File: src/rtl/pd_pkg.sv
// Shared selector types for the pattern detector.
// Assumes: nothing; pure type definitions.
package pd_pkg;

    typedef enum logic {
        PAT_STATIC = 1'b0,
        PAT_C      = 1'b1
    } pat_src_e;

    typedef enum logic [1:0] {
        MSK_STATIC  = 2'd0,
        MSK_C       = 2'd1,
        MSK_NC_SHL1 = 2'd2,
        MSK_NC_SHL2 = 2'd3
    } mask_src_e;

    typedef enum logic [1:0] {
        AR_OFF      = 2'd0,
        AR_ON_HIT   = 2'd1,
        AR_ON_LEAVE = 2'd2
    } autorst_e;

    typedef enum logic {
        PRIO_CLEAR  = 1'b0,
        PRIO_ENABLE = 1'b1
    } arprio_e;

endpackage

File: src/rtl/pd_srcsel.sv
// Chooses the pattern and mask presented to the comparator.
// Assumes: cval is stable for the cycle; selection is fixed at build time.
module pd_srcsel
    import pd_pkg::*;
#(
    parameter int          W            = 58,
    parameter pat_src_e    PAT_SRC      = PAT_STATIC,
    parameter mask_src_e   MASK_SRC     = MSK_STATIC,
    parameter logic [W-1:0] PATTERN_INIT = '0,
    parameter logic [W-1:0] MASK_INIT    = {2'b00, {(W-2){1'b1}}}
) (
    input  logic [W-1:0] cval,
    output logic [W-1:0] pat,
    output logic [W-1:0] mask
);

    // Pattern source mux.
    always_comb begin
        pat = (PAT_SRC == PAT_C) ? cval : PATTERN_INIT;
    end

    // Mask source mux; shifted forms fill the vacated low bits with 0.
    always_comb begin
        unique case (MASK_SRC)
            MSK_C:       mask = cval;
            MSK_NC_SHL1: mask = {~cval[W-2:0], 1'b0};
            MSK_NC_SHL2: mask = {~cval[W-3:0], 2'b00};
            default:     mask = MASK_INIT;
        endcase
    end

endmodule

File: src/rtl/pd_compare.sv
// Bitwise masked comparison against a pattern and its inverse.
// Assumes: mask bit 1 means "ignore this bit".
module pd_compare #(
    parameter int W = 58
) (
    input  logic [W-1:0] value,
    input  logic [W-1:0] pat,
    input  logic [W-1:0] mask,
    output logic         hit,
    output logic         hit_inv
);

    logic [W-1:0] eq_bit;
    logic [W-1:0] ne_bit;

    // One compare cell per bit position.
    for (genvar i = 0; i < W; i++) begin : g_bit
        assign eq_bit[i] = mask[i] | (value[i] == pat[i]);
        assign ne_bit[i] = mask[i] | (value[i] != pat[i]);
    end

    // Reduce the per-bit results into the two flags.
    always_comb begin
        hit     = &eq_bit;
        hit_inv = &ne_bit;
    end

endmodule

File: src/rtl/pd_history.sv
// Remembers last cycle's match flags; derives overflow, underflow and the
// automatic-clear request.
// Assumes: hit/hit_inv are computed from a registered value.
module pd_history
    import pd_pkg::*;
#(
    parameter autorst_e AUTO_MODE = AR_OFF
) (
    input  logic clk,
    input  logic rst_n,
    input  logic res_clr,
    input  logic hit,
    input  logic hit_inv,
    output logic ovf,
    output logic udf,
    output logic auto_clr
);

    logic hit_d;
    logic inv_d;

    // Capture the flags of the current cycle for use in the next.
    always_ff @(posedge clk) begin
        if (!rst_n || res_clr) begin
            hit_d <= 1'b0;
            inv_d <= 1'b0;
        end else begin
            hit_d <= hit;
            inv_d <= hit_inv;
        end
    end

    // Leaving a region without landing in its opposite.
    always_comb begin
        ovf = hit_d & ~hit & ~hit_inv;
        udf = inv_d & ~hit_inv & ~hit;
    end

    // Automatic-clear request per mode.
    always_comb begin
        unique case (AUTO_MODE)
            AR_ON_HIT:   auto_clr = hit;
            AR_ON_LEAVE: auto_clr = ~hit & hit_d;
            default:     auto_clr = 1'b0;
        endcase
    end

    a_r10_ovf_after_hit: assert property (@(posedge clk) disable iff (!rst_n)
        ovf |-> ($past(hit) && !hit && !hit_inv));

    a_r11_udf_after_inv: assert property (@(posedge clk) disable iff (!rst_n)
        udf |-> ($past(hit_inv) && !hit_inv && !hit));

    a_r8_leave_needs_prior_hit: assert property (@(posedge clk) disable iff (!rst_n)
        (AUTO_MODE == AR_ON_LEAVE && auto_clr) |-> ($past(hit) && !hit));

endmodule

File: src/rtl/pd_accum.sv
// Accumulator register standing in for the arithmetic datapath.
// Assumes: res_clr outranks automatic clear, which outranks accumulation.
module pd_accum
    import pd_pkg::*;
#(
    parameter int      W         = 58,
    parameter arprio_e AUTO_PRIO = PRIO_CLEAR
) (
    input  logic         clk,
    input  logic         rst_n,
    input  logic         res_clr,
    input  logic         en,
    input  logic         auto_clr,
    input  logic [W-1:0] addend,
    output logic [W-1:0] acc
);

    logic clear_now;

    // Decide whether the automatic request is honoured this edge.
    always_comb begin
        clear_now = auto_clr & ((AUTO_PRIO == PRIO_CLEAR) | en);
    end

    // Accumulator register update.
    always_ff @(posedge clk) begin
        if (!rst_n || res_clr) begin
            acc <= '0;
        end else if (clear_now) begin
            acc <= '0;
        end else if (en) begin
            acc <= acc + addend;
        end
    end

    a_r1_sync_clear: assert property (@(posedge clk) disable iff (!rst_n)
        res_clr |=> (acc == '0));

    a_r2_hold_when_idle: assert property (@(posedge clk) disable iff (!rst_n)
        (!en && !res_clr && !auto_clr) |=> $stable(acc));

    a_r9_clear_over_enable: assert property (@(posedge clk) disable iff (!rst_n)
        (AUTO_PRIO == PRIO_CLEAR && auto_clr) |=> (acc == '0));

endmodule

File: src/rtl/patmatch_acc.sv
// Top: accumulator with masked pattern / inverse-pattern detection,
// overflow/underflow flags and optional automatic clear.
// Assumes: all selectors are build-time parameters; cval is live.
module patmatch_acc
    import pd_pkg::*;
#(
    parameter int           W            = 58,
    parameter pat_src_e     PAT_SRC      = PAT_STATIC,
    parameter mask_src_e    MASK_SRC     = MSK_STATIC,
    parameter logic [W-1:0] PATTERN_INIT = '0,
    parameter logic [W-1:0] MASK_INIT    = {2'b00, {(W-2){1'b1}}},
    parameter autorst_e     AUTO_MODE    = AR_OFF,
    parameter arprio_e      AUTO_PRIO    = PRIO_CLEAR
) (
    input  logic         clk,
    input  logic         rst_n,
    input  logic         acc_en,
    input  logic         res_clr,
    input  logic [W-1:0] addend,
    input  logic [W-1:0] cval,
    output logic [W-1:0] acc_out,
    output logic         hit,
    output logic         hit_inv,
    output logic         ovf,
    output logic         udf
);

    logic [W-1:0] pat;
    logic [W-1:0] mask;
    logic         auto_clr;

    pd_srcsel #(
        .W(W), .PAT_SRC(PAT_SRC), .MASK_SRC(MASK_SRC),
        .PATTERN_INIT(PATTERN_INIT), .MASK_INIT(MASK_INIT)
    ) u_sel (
        .cval(cval), .pat(pat), .mask(mask)
    );

    pd_compare #(.W(W)) u_cmp (
        .value(acc_out), .pat(pat), .mask(mask),
        .hit(hit), .hit_inv(hit_inv)
    );

    pd_history #(.AUTO_MODE(AUTO_MODE)) u_hist (
        .clk(clk), .rst_n(rst_n), .res_clr(res_clr),
        .hit(hit), .hit_inv(hit_inv),
        .ovf(ovf), .udf(udf), .auto_clr(auto_clr)
    );

    pd_accum #(.W(W), .AUTO_PRIO(AUTO_PRIO)) u_acc (
        .clk(clk), .rst_n(rst_n), .res_clr(res_clr), .en(acc_en),
        .auto_clr(auto_clr), .addend(addend), .acc(acc_out)
    );

    // both flags together only when nothing is compared.
    a_r4_flags_exclusive: assert property (@(posedge clk) disable iff (!rst_n)
        (hit && hit_inv) |-> (&mask));

endmodule

File: config.mk
export PLATFORM = sky130hd
export DESIGN_NAME = patmatch_acc
export DESIGN_NICKNAME = d
export VERILOG_FILES = /design/src/rtl/pd_pkg.sv /design/src/rtl/pd_srcsel.sv /design/src/rtl/pd_compare.sv /design/src/rtl/pd_history.sv /design/src/rtl/pd_accum.sv /design/src/rtl/patmatch_acc.sv
export SDC_FILE = /design/constraint.sdc
export NUM_CORES = 1
export LEC_CHECK = 0
export ABC_AREA = 1
export BUFFER_PORTS_ARGS = -buffer_cell sky130_fd_sc_hd__buf_2
export CAP_MARGIN = 10
export CORE_UTILIZATION = 39
export DETAILED_ROUTE_END_ITERATION = 8
export PLACE_DENSITY = 0.57
export RECOVER_POWER = 100
export SYNTH_ARGS = -nofsm -noshare
export SYNTH_HDL_FRONTEND = slang
export SYNTH_SLANG_ARGS = --single-unit
File: constraint.sdc
create_clock -name clk -period 4.5 [get_ports clk]
set_input_delay 1.35 -clock clk [delete_from_list [all_inputs] [get_ports clk]]
set_output_delay 1.35 -clock clk [all_outputs]
set_load 0.005 [all_outputs]
Word level (Yosys, flattened, before mapping)
Index checks and enable logic that the tools add are counted.
W data, S select, Z words.
{"block": "classes", "bitwise_logic": 8, "n_reduce_logical": 4, "n_addsub": 1}
{"op": "$add A58 B58 Y58", "n": 1}
{"op": "$and A1 B1 Y1", "n": 4}
{"op": "$not A1 Y1", "n": 4}
{"op": "$reduce_and A2 Y1", "n": 2}
{"op": "$logic_not A1 Y1", "n": 1}
{"op": "$logic_or A1 B1 Y1", "n": 1}
{"block": "word_totals", "output_inout_bits": 62, "regBits": 60}

Depth between registers and ports, before layout
{"block": "depth", "depth_word": 5, "depth_mapped": 16, "depth_no_buf": 16}

Modules after synthesis
A second synthesis with hierarchy kept.
{"block": "unflattened", "hier_cells": 2161, "area_unflattened_um2": 10790.3}
{"mod": "pd_accum", "cells_each": 1460, "n_inst": 1, "area_each_um2": 7586.0}
{"mod": "pd_compare", "cells_each": 569, "n_inst": 1, "area_each_um2": 2232.1}
{"mod": "pd_srcsel", "cells_each": 118, "n_inst": 1, "area_each_um2": 878.3}
{"mod": "pd_history", "cells_each": 14, "n_inst": 1, "area_each_um2": 93.8}

Worst setup path before layout
No wires, ideal clock.
{"block": "synth_path", "path_kind": "input-to-reg", "startpoint": "in addend[0]", "endpoint": "reg u_acc.acc[28]", "arrival_time_ns": 2.784, "path_slack_ns": 1.603, "setup_time_ns": 0.113, "cell_stages": 13, "path_cell_list": "ha_1 inv_1 fa_1 nor2_1 o21ai_0 nand2_2 nand2_1 nand2_2 inv_1 o21bai_1 nor2_1 o21ai_1 inv_1"}
{"block": "synth_between", "elab_chain_len": 1}
{"element": "from (decl)", "line_no": "patmatch_acc.sv:19", "rtl": "input logic [W-1:0] addend,"}
{"element": "$add A58 B58 Y58", "line_no": "pd_accum.sv:32", "rtl": "acc <= acc + addend;"}
{"element": "to (signal assigned)", "line_no": "pd_accum.sv:32"}
{"element": "to (decl)", "line_no": "pd_accum.sv:15", "rtl": "output logic [W-1:0] acc"}
No other way between the ends.
A chain may end at the register's enable or synchronous reset.

Final worst setup path
{"block": "layout_path", "startpoint": "in res_clr", "endpoint": "reg u_acc.acc[30]"}
{"block": "layout_between", "elab_chain_len": 1}
{"element": "from (decl)", "line_no": "patmatch_acc.sv:18", "rtl": "input logic res_clr,"}
{"element": "$logic_or A1 B1 Y1", "line_no": "pd_accum.sv:27", "rtl": "if (!rst_n || res_clr) begin"}
No other way between the ends.

==> flow_metrics.tcl <==
set metrics [dict create \
    num_rows 50 \
    arrival_ns 3.58 \
    required_ns 4.73 \
    place_area_um2 8550 \
    fmax_mhz 299 \
    insertion_delay_ns 0.35 \
    final_cells 1851 \
    r2r-end "u_acc.acc[34]" \
    via_per_inst 4.53 \
    core_um2 19000 \
    synth_seq_cells 60 \
    status "finished, violations left" \
    die_area_um2 20200 \
    cpMaxStageDelayCell "nand2_1" \
    tightest_slew_ns 1.76 \
    synth_top_area_frac 0.255 \
    relSlewSlack -0.179 \
    netlist_area_um2 7660 \
    cts_sinks 60 \
    cts_buffers 9 \
    hold_viol 0 \
    nNetsFinal 1766 \
    place.gp.congestion 0.943 \
    crit_top_cell "inv_1" \
    finalPower_mw 1.87 \
    peakVddDrop_v 0.000177 \
    fin_ws_ns 1.15 \
    drt_first_iter_violations 520 \
    rsz0062_at_grt "no" \
    drt_pass1_iterations 6 \
    drt_wl_total_um 24600 \
    whs_ns 0.488 \
    grtUsageTotal 0.253 \
    hpwl_um 20600 \
    holdCritStartpoint "u_acc.acc[0]" \
    hold_end "u_acc.acc[0]" \
    antenna_found_initial 0 \
    grt_pass1_wl_um 38900 \
    syn2layout_area_growth_pct 13.8 \
    crit_fanout 45 \
    holdPathStages 2 \
    die_y_um 142 \
    diodes 0 \
    avgSynthCellArea_um2 5.21 \
    stdcell_area_um2 8720 \
    max_stage_delay_ns 1.25 \
    yosysTopAreaCell "nand2_1" \
    cp_cell_sequence "buf_2, inv_1, nand2_1, clkbuf_1, nor2_1, o21ai_0, inv_1" \
    hold_class "reg2reg" \
    gr-total-overflow 0 \
    finClkSkew_ns 0.0103 \
    worstRegToRegCells 15 \
    grt_pass1_vias 7594 \
    synth_area_leaders "nand2_1, inv_1, dfxtp_1" \
    synth_edf_count 0 \
    ys.flop_type "dfxtp_1" \
    drc_errors 0 \
    dieWidth_um 142 \
    synthCells 1470 \
    final.setup.tns_ns 0 \
    ys_seq_area_frac 0.157 \
    post-route-min-period_ns 3.35 \
    setup.worst_path.end_class "flip-flop" \
    start_util 0.404 \
    grt_max_degree 47 \
    r2r-start "u_acc.acc[0]" \
    slew_viol_final 46 \
    fin_util 0.460 \
    finalSetupViolCount 0 \
    cts_buffer_depth 2 \
    ios 182 \
    fin_crit_sh 0.744 \
    port_buffers 123 \
    dp_slack_ns 1.12 \
    ys_types 35 \
    rrSetupSlack_ns 1.95 \
    cap_violations 1 \
    cts_tree "yes" \
    cts_setup_buffers 0 \
    leakagePower_nw 5.57 \
    cts-root-buf "clkbuf_16" \
    syn-num-nets 1648 \
    power.density_nw_per_um2 214 \
    layout_common_cells "nand2_1, inv_1, nor2_1" \
    ctsHoldBuffers 0 \
    ctsResizeCount 0 \
    vias 8384 \
    layout-drive-gt1-share 0.123 \
    clk_pin_slew_ns 0.05 \
    critPathLaunchType "input pin" \
    cts_htree_levels 3 \
    postRouteAntennaNets 0 \
    critical_path_class "in2reg" \
    wl_per_cell_um 13.3 \
    ys_warn_count 0 \
    violations "max-capacitance violations, max-slew violations" \
    async_flop_share 0 \
    dp.cells 1837 \
    layout_commonest_cell "nand2_1" \
]
-- registers in the layout, indices dropped and copies added (netlist names) --
| name | flops |
|---|---|
| u_acc.acc | 58 |
| u_hist.inv_d | 1 |
| u_hist.hit_d | 1 |
-- critical path: cells and delay by family --
family                 cells  cell delay, ns
and+or+nand+nor            2            1.32
buffers and inverters      4            0.81
AOI/OAI and AO/OA          1            0.09
-- report_power, final --
part | switching [mW] | internal [mW] | leakage, nW
Clock | 0.274 | 0.379 | 0.131
Combinational | 0.418 | 0.214 | 4.95
Sequential | 0.0225 | 0.558 | 0.491
Total | 0.714 | 1.15 | 5.57
-- cell families after synthesis --
| group | count (synthesis) | share of synthesized area |
|---|---|---|
| compound gates | 77 | 0.0523 |
| xor+xnor | 29 | 0.0332 |
| buf+inv | 372 | 0.183 |
| fa+ha+maj | 58 | 0.0957 |
| simple gates | 874 | 0.479 |
| flops | 60 | 0.157 |
-- per-layer routing --
layer | global-route usage | part of all wire | up-vias | wire [um]
met5 | 0 | 0 | - | 0
met2 | 0.392 | 0.42 | 192 | 10400
met3 | 0.0299 | 0.054 | 20 | 1320
met4 | 0.0719 | 0.017 | 0 | 413
met1 | 0.364 | 0.51 | 3627 | 12500
li1 | - | - | 4545 | -
-- Yosys cell counts (21+ instances only) --
library cell,n
ha_1,57
nand2_2,21
nor2_1,196
nor2_2,42
nand3_1,53
dfxtp_1,60
a21oi_1,32
o21ai_0,30
inv_1,338
nand2_1,520
xor2_1,27
-- worst max path at each step --
stage	slack (ns)	end	cells after the start	startpoint
3_5_place_dp	1.12	u_acc.acc[40]	14	addend[0]
6_report	1.15	u_acc.acc[30]	7	res_clr
3_3_place_gp	1.13	u_acc.acc[40]	14	addend[0]
2_1_floorplan	1.60	u_acc.acc[28]	13	addend[0]
4_1_cts	1.48	u_acc.acc[40]	14	addend[0]
5_1_grt	0.85	u_acc.acc[26]	7	res_clr
-- layout make-up --
class | count | area [um2]
fill | 2219 | 10200
multi-input combinational | 1038 | 5000
inverter | 353 | 1330
sequential | 60 | 1200
timing repair buffer | 126 | 606
tap | 260 | 325
clock buffer | 11 | 243
clock inverter | 3 | 15.0
No activity file was read; power rests on OpenSTA's default activity.
